<file path="src/rtl/sincos_pkg.sv">
package sincos_pkg;
  localparam int ANG_W    = 16;                 // angle / result word, Q0.15
  localparam int GUARD    = 4;                  // extra fraction bits inside
  localparam int XW       = ANG_W + GUARD + 2;  // x/y datapath width
  localparam int ZW       = ANG_W + GUARD + 1;  // residual angle width
  localparam int MAX_ITER = 14;                 // size of the arctangent table
  localparam int QTURN    = 1 << (ANG_W - 3);   // 90 degrees in input LSBs

  // inverse CORDIC gain 0.6072529 scaled by 2^(15+GUARD)
  localparam logic signed [XW-1:0] INV_GAIN = XW'(318376);

  typedef enum logic [1:0] {PH_IDLE, PH_RUN, PH_EMIT} phase_t;

  // atan(2^-i) as a fraction of a turn, 2^(15+GUARD) LSBs per turn
  function automatic logic signed [ZW-1:0] atan_step(input int i);
    case (i)
      0:  return ZW'(65536);
      1:  return ZW'(38688);
      2:  return ZW'(20442);
      3:  return ZW'(10376);
      4:  return ZW'(5208);
      5:  return ZW'(2607);
      6:  return ZW'(1304);
      7:  return ZW'(652);
      8:  return ZW'(326);
      9:  return ZW'(163);
      10: return ZW'(81);
      11: return ZW'(41);
      12: return ZW'(20);
      13: return ZW'(10);
      default: return '0;
    endcase
  endfunction
endpackage

</file>
<file path="src/rtl/sincos_fold.sv">
module sincos_fold
  import sincos_pkg::*;
(
  input  logic [ANG_W-1:0]     theta,
  output logic signed [ZW-1:0] z_init,
  output logic                 flip
);
  localparam int TOP = ANG_W - 2;   // msb of the half-turn window
  localparam int EXT = ZW - (ANG_W - 1) - GUARD;

  logic [TOP:0] wrapped;
  logic [TOP:0] folded;

  always_comb begin
    // dropping the top bit reduces modulo one turn into [-180, +180)
    wrapped = theta[TOP:0];
    // quadrant codes 01 and 10 lie beyond +/-90 degrees
    flip    = wrapped[TOP] ^ wrapped[TOP-1];
    // toggling the sign bit adds or subtracts 180 degrees in those quadrants
    folded  = flip ? {~wrapped[TOP], wrapped[TOP-1:0]} : wrapped;
    z_init  = {{EXT{folded[TOP]}}, folded, {GUARD{1'b0}}};
  end
endmodule

</file>
<file path="src/rtl/sincos_ctrl.sv">
module sincos_ctrl
  import sincos_pkg::*;
#(
  parameter int ITER = MAX_ITER,
  localparam int IW  = (ITER > 1) ? $clog2(ITER) : 1
) (
  input  logic          clk,
  input  logic          rst,
  input  logic          start,
  output logic          capture,
  output logic          step,
  output logic          emit,
  output logic [IW-1:0] idx,
  output logic          done
);
  phase_t phase;
  logic   rst_d;

  always_ff @(posedge clk) begin
    if (rst) begin
      phase <= PH_IDLE;
      idx   <= '0;
      done  <= 1'b0;
    end else if (start) begin
      phase <= PH_RUN;
      idx   <= '0;
      done  <= 1'b0;
    end else begin
      case (phase)
        PH_RUN: begin
          if (idx == IW'(ITER - 1)) phase <= PH_EMIT;
          else                      idx   <= idx + 1'b1;
        end
        PH_EMIT: begin
          phase <= PH_IDLE;
          done  <= 1'b1;
        end
        default: phase <= PH_IDLE;
      endcase
    end
  end

  always_comb begin
    capture = start;
    step    = (phase == PH_RUN) && !start;
    emit    = (phase == PH_EMIT) && !start;
  end

  always_ff @(posedge clk) rst_d <= rst;

  // a sampled start withdraws done on the next edge
  assert_start_clears_done_R9: assert property (@(posedge clk) disable iff (rst)
    start |=> !done);

  // the iteration index never leaves the table
  assert_idx_range_R5: assert property (@(posedge clk) disable iff (rst)
    (phase == PH_RUN) |-> (idx < IW'(ITER)));

  // done only rises out of the output phase
  assert_done_source_R5: assert property (@(posedge clk) disable iff (rst)
    $rose(done) |-> $past(phase == PH_EMIT));

  // the first cycle out of reset is idle with done low
  always_ff @(posedge clk) begin
    if (!rst && rst_d) begin
      assert_reset_idle_R8: assert (!done && phase == PH_IDLE);
    end
  end

  initial begin
    assert_iter_fits_R5: assert (ITER >= 1 && ITER <= MAX_ITER);
  end
endmodule

</file>
<file path="src/rtl/sincos_iter.sv">
module sincos_iter
  import sincos_pkg::*;
#(
  parameter int ITER = MAX_ITER,
  localparam int IW  = (ITER > 1) ? $clog2(ITER) : 1
) (
  input  logic                 clk,
  input  logic                 rst,
  input  logic                 capture,
  input  logic                 step,
  input  logic [IW-1:0]        idx,
  input  logic signed [ZW-1:0] z_init,
  input  logic                 flip_in,
  output logic signed [XW-1:0] x_acc,
  output logic signed [XW-1:0] y_acc,
  output logic                 flip_q
);
  localparam logic signed [ZW-1:0] Z_LIMIT = ZW'(QTURN << GUARD);

  logic signed [ZW-1:0] z_acc;
  logic signed [XW-1:0] x_sh, y_sh;
  logic signed [ZW-1:0] ang;
  logic                 go_ccw;

  always_comb begin
    x_sh   = x_acc >>> idx;
    y_sh   = y_acc >>> idx;
    ang    = atan_step(int'(idx));
    go_ccw = !z_acc[ZW-1];
  end

  always_ff @(posedge clk) begin
    if (rst) begin
      x_acc  <= '0;
      y_acc  <= '0;
      z_acc  <= '0;
      flip_q <= 1'b0;
    end else if (capture) begin
      x_acc  <= INV_GAIN;
      y_acc  <= '0;
      z_acc  <= z_init;
      flip_q <= flip_in;
    end else if (step) begin
      if (go_ccw) begin
        x_acc <= x_acc - y_sh;
        y_acc <= y_acc + x_sh;
        z_acc <= z_acc - ang;
      end else begin
        x_acc <= x_acc + y_sh;
        y_acc <= y_acc - x_sh;
        z_acc <= z_acc + ang;
      end
    end
  end

  // the folded start angle lies inside the convergence window
  assert_fold_window_R3: assert property (@(posedge clk) disable iff (rst)
    capture |=> (z_acc <= Z_LIMIT && z_acc >= -Z_LIMIT));
endmodule

</file>
<file path="src/rtl/sincos_out.sv">
module sincos_out
  import sincos_pkg::*;
(
  input  logic                    clk,
  input  logic                    rst,
  input  logic                    emit,
  input  logic                    flip,
  input  logic signed [XW-1:0]    x_acc,
  input  logic signed [XW-1:0]    y_acc,
  output logic signed [ANG_W-1:0] cos_q,
  output logic signed [ANG_W-1:0] sin_q
);
  localparam logic signed [XW-1:0] HALF  = XW'(1 << (GUARD - 1));
  localparam logic signed [XW-1:0] S_MAX = XW'((1 << (ANG_W - 1)) - 1);
  localparam logic signed [XW-1:0] S_MIN = -XW'(1 << (ANG_W - 1));

  function automatic logic signed [ANG_W-1:0] shape(input logic signed [XW-1:0] v,
                                                    input logic neg);
    logic signed [XW-1:0] s, r;
    s = neg ? -v : v;
    r = (s + HALF) >>> GUARD;
    if (r > S_MAX)      return S_MAX[ANG_W-1:0];
    else if (r < S_MIN) return S_MIN[ANG_W-1:0];
    else                return r[ANG_W-1:0];
  endfunction

  always_ff @(posedge clk) begin
    if (rst) begin
      cos_q <= '0;
      sin_q <= '0;
    end else if (emit) begin
      cos_q <= shape(x_acc, flip);
      sin_q <= shape(y_acc, flip);
    end
  end
endmodule

</file>
<file path="src/rtl/cordic_sincos.sv">
module cordic_sincos
  import sincos_pkg::*;
#(
  parameter int ITER = MAX_ITER,
  localparam int IW  = (ITER > 1) ? $clog2(ITER) : 1
) (
  input  logic                    clk,
  input  logic                    rst,
  input  logic                    start,
  input  logic [ANG_W-1:0]        theta,
  output logic                    done,
  output logic signed [ANG_W-1:0] cos_q15,
  output logic signed [ANG_W-1:0] sin_q15
);
  logic                 capture, step, emit, flip_c, flip_q;
  logic [IW-1:0]        idx;
  logic signed [ZW-1:0] z_init;
  logic signed [XW-1:0] x_acc, y_acc;

  sincos_fold u_fold (
    .theta  (theta),
    .z_init (z_init),
    .flip   (flip_c)
  );

  sincos_ctrl #(.ITER(ITER)) u_ctrl (
    .clk     (clk),
    .rst     (rst),
    .start   (start),
    .capture (capture),
    .step    (step),
    .emit    (emit),
    .idx     (idx),
    .done    (done)
  );

  sincos_iter #(.ITER(ITER)) u_iter (
    .clk     (clk),
    .rst     (rst),
    .capture (capture),
    .step    (step),
    .idx     (idx),
    .z_init  (z_init),
    .flip_in (flip_c),
    .x_acc   (x_acc),
    .y_acc   (y_acc),
    .flip_q  (flip_q)
  );

  sincos_out u_out (
    .clk   (clk),
    .rst   (rst),
    .emit  (emit),
    .flip  (flip_q),
    .x_acc (x_acc),
    .y_acc (y_acc),
    .cos_q (cos_q15),
    .sin_q (sin_q15)
  );

  // finished results hold until the next start
  assert_hold_results_R6: assert property (@(posedge clk) disable iff (rst)
    (done && !start) |=> (done && $stable(cos_q15) && $stable(sin_q15)));
endmodule

</file>
<file path="config.mk">
export PLATFORM = sky130hd
export DESIGN_NAME = cordic_sincos
export DESIGN_NICKNAME = d
export VERILOG_FILES = /design/src/rtl/sincos_pkg.sv /design/src/rtl/sincos_fold.sv /design/src/rtl/sincos_ctrl.sv /design/src/rtl/sincos_iter.sv /design/src/rtl/sincos_out.sv /design/src/rtl/cordic_sincos.sv
export SDC_FILE = /design/constraint.sdc
export NUM_CORES = 1
export LEC_CHECK = 0
export BUFFER_PORTS_ARGS = -buffer_cell sky130_fd_sc_hd__buf_4
export CAP_MARGIN = 20
export CELL_PAD_IN_SITES_DETAIL_PLACEMENT = 0
export CELL_PAD_IN_SITES_GLOBAL_PLACEMENT = 1
export CORE_AREA = 3 3 180 182
export CTS_CLUSTER_DIAMETER = 30
export CTS_CLUSTER_SIZE = 40
export DETAILED_ROUTE_END_ITERATION = 8
export DIE_AREA = 0 0 183 185
export MAX_ROUTING_LAYER = met4
export PLACE_DENSITY = 0.76
export SETUP_SLACK_MARGIN = 0.1
export SYNTH_ARGS = -nofsm -noshare
export SYNTH_HDL_FRONTEND = slang
export SYNTH_HIERARCHICAL = 1
export SYNTH_SLANG_ARGS = --single-unit
</file>
<file path="constraint.sdc">
create_clock -name clk -period 4.6 [get_ports clk]
set_input_delay 0.46 -clock clk [delete_from_list [all_inputs] [get_ports clk]]
set_output_delay 0.46 -clock clk [all_outputs]
set_load 0.01 [all_outputs]
</file>
==> flow_summary.ini <==
[outcome]
status = finished with violations
violations = setup timing

[clock_network]
cts_htree_levels = 3
insertion_delay_ps = 390
cts_tree = built
cts_buffers = 9
clockBufferDepth = 2
holdBufCountCts = 0
clkTransAtPathRegs_ps = 80
cts.sinks = 105
cts-root-buf = clkbuf_16

[min_path]
min_path_type = in -> reg

[sta]
maxSlewHeadroom_pct = 31.5
final-hold-violation-count = 0
setup_violations = 2
finClkSkew_ps = 11.1
fin_tns_setup_ps = -38.0
worst_pin_slew_ps = 1030
min_period_ps = 4630
clock.fmax_ghz = 0.216
setup_ws_ps = -25.1
fin_crit_sh_pct = 101
slew_violations = 0
rsz0062_at_grt = yes

[synth]
yosysTopAreaCell = dfxtp_1
ys_ff_latch = 105
synth-main-ff-cell = dfxtp_1
synthDistinctLibCells = 106
synth_top_area_share_pct = 15.6
syn-cell-area_um2 = 13500
ys_seq_area_share_pct = 15.6
yosys_warnings = 6
async_flop_share_pct = 0
yosys-top-cells-area = dfxtp_1 16%, ha_1 7.0%, mux4_2 6.8%, xnor2_1 5.8%, nor2_1 5.1%
avgSynthCellArea_um2 = 7.90
syn_inst = 1708
synth_edf_count = 0

[final_layout]
area_growth_pct = 33.1
final_util_pct = 58.4
mostFrequentLayoutCells = 382 x buf_4, 171 x nor2_1, 108 x a21oi_1
layout-drive-gt1-share_pct = 36.1
final_common_cell = buf_4
nNetsFinal = 2107

[power_and_ir_drop]
clkPwrFrac_pct = 20.8
power_frac_comb_pct = 55.6
power_leakage_nw = 7.40
seq_power_share_pct = 23.6
total_power_mw = 4.20
peakVddDrop_v = 0.000188
p_per_area_nw_per_um2 = 234
p_int_mw = 2.53
switching_share_pct = 39.7
p_switching_mw = 1.66

[worst_setup_path]
path_buf_inv = 2
crit_arrival_ps = 4900
crit_family = compound AO/OA/AOI/OAI gates
cp_max_fo = 5
slowest_delay_ps = 480
start_kind = flip-flop
critical_path_class = reg -> reg
worst_setup_path_end_kind = flip-flop
cp_slowest_cell = mux4_2
crit_chain = buf_12 > buf_8 > mux2_4 > mux4_2 > mux2_4 > nor3_4 > and3_4 > nor2_2 > xnor2_1 > ha_1 > a21o_1 > a221oi_2 > o31ai_2 > a31oi_2 > o211ai_1 > a41oi_2 > nand4_1 > and3_1 > o21a_1
crit_required_ps = 4880
cp_common_cell = mux2_4

[detailed_routing]
routed_via_density = 6.06
drt_wl_total_um = 47200
post_drt_wl_per_cell_um = 19.6
route.vias.total = 14601
drtPass1Iterations = 7
drc = 0
drtIter0Drc = 1103
ant_nets = 0

[floorplan]
die-area_um2 = 33900
die_w_um = 183
io_pins = 52
die-height_um = 185
core_um2 = 30700
core.rowCount = 64
start_util_pct = 43.9

[grt]
grt_max_degree = 76
track_usage_pct = 27.8
grt_pass1_vias = 13935
grt_pass1_wl_um = 73800
antenna_found_initial = 0
overflow = 0

[placement]
dp_hpwl_um = 34300
io_buffer_count = 50
gp_congestion = 0.967

[run]
maxCapViolCount = 0
-- area by class of cell --
cell class	instances	area [um^2]
antenna	1	2.50
clock buffer	10	239
clock inverter	6	71.3
fill	2754	12800
inverter	51	194
multi-input combinational	1423	11500
sequential	105	2110
tap	396	495
timing repair buffer	419	3370
-- worst min-delay path, delay by kind of cell --
kind            cells  cell delay [ps]
compound gates      1               50
buf+inv             1               80
simple gates        1               70
-- cells by family (layout without fill, tap and decap cells) --
family | after synthesis | in the layout | share of synthesized area (%)
AND/OR/NAND/NOR | 545 | 545 | 20.3
XOR/XNOR | 140 | 140 | 9.09
buffers and inverters | 183 | 486 | 6.31
multiplexers | 129 | 129 | 13.6
adder cells (fa/ha/maj) | 79 | 79 | 7.49
AO/OA/AOI/OAI | 526 | 526 | 27.5
flip-flops | 105 | 105 | 15.6
other | 1 | 5 | 0.0278
-- power by group through the flow --
| stage | Combinational, mW | Clock [mW] | Sequential, mW |
|---|---|---|---|
| 2_1_floorplan | 1.28 | 0 | 1.00 |
| 3_3_place_gp | 1.90 | 0 | 1.01 |
| 3_5_place_dp | 1.94 | 0 | 1.01 |
| 4_1_cts | 2.10 | 0.898 | 0.987 |
| 5_1_grt | 2.53 | 0.923 | 0.993 |
| 6_report | 2.33 | 0.872 | 0.990 |
-- what timing repair did --
item / CTS / global route
pin swaps: 82 / 95
endpoints found under the setup margin: 28 / 30
gates resized for setup: 103 / 136
setup buffers: 45 / 27
-- state kept, by name (all words and copies together), names as in the netlist --
register       count
u_iter/x_acc      22
u_iter/y_acc      22
u_iter/z_acc      21
u_out/cos_q       16
u_out/sin_q       16
u_ctrl/idx         4
u_ctrl/phase       2
u_ctrl/done        1
u_iter/flip_q      1
-- final timing paths --
check / startpoint / end / slack [ps] / cells past startpoint
worst max-delay path: u_ctrl/idx[1] / u_iter/x_acc[21] / -30 / 19
worst min-delay path: theta[0] / u_iter/z_acc[4] / 310 / 3
worst max register to register: u_ctrl/idx[1] / u_iter/x_acc[21] / -30 / 19
worst min register to register: u_out/cos_q[15] / u_out/cos_q[15] / 470 / 2
-- routing by layer --
layer,vias up,track usage (%),routed length [um]
li1,6993,-,-
met1,7014,34.2,20400
met2,480,46.1,22400
met3,114,3.85,2510
met4,0,11.3,1830
met5,-,-,0
-- Yosys cell counts (all sizes together) (41+ instances only) --
| cell | number |
|---|---|
| xnor2 | 90 |
| clkbuf | 60 |
| nor3 | 48 |
| buf | 72 |
| inv | 50 |
| nor2 | 185 |
| mux2i | 61 |
| nand2 | 111 |
| ha | 76 |
| o21ai | 90 |
| a211oi | 52 |
| xor2 | 50 |
| dfxtp | 105 |
| mux4 | 41 |
| a21oi | 132 |
-- stage by stage --
step | hold WS (ps) | instance area [um^2] | setup WS (ps) | cells
after floorplan | 490 | 13600 | 105 | 1711
after global placement | 461 | 16100 | -235 | 2325
after detailed placement | 462 | 16100 | -283 | 2325
after CTS | 297 | 17200 | 60.9 | 2385
after global routing | 315 | 18000 | -203 | 2410
final | 311 | 18000 | -25.1 | 2411
Note: power is estimated with default switching activity, not from simulation.
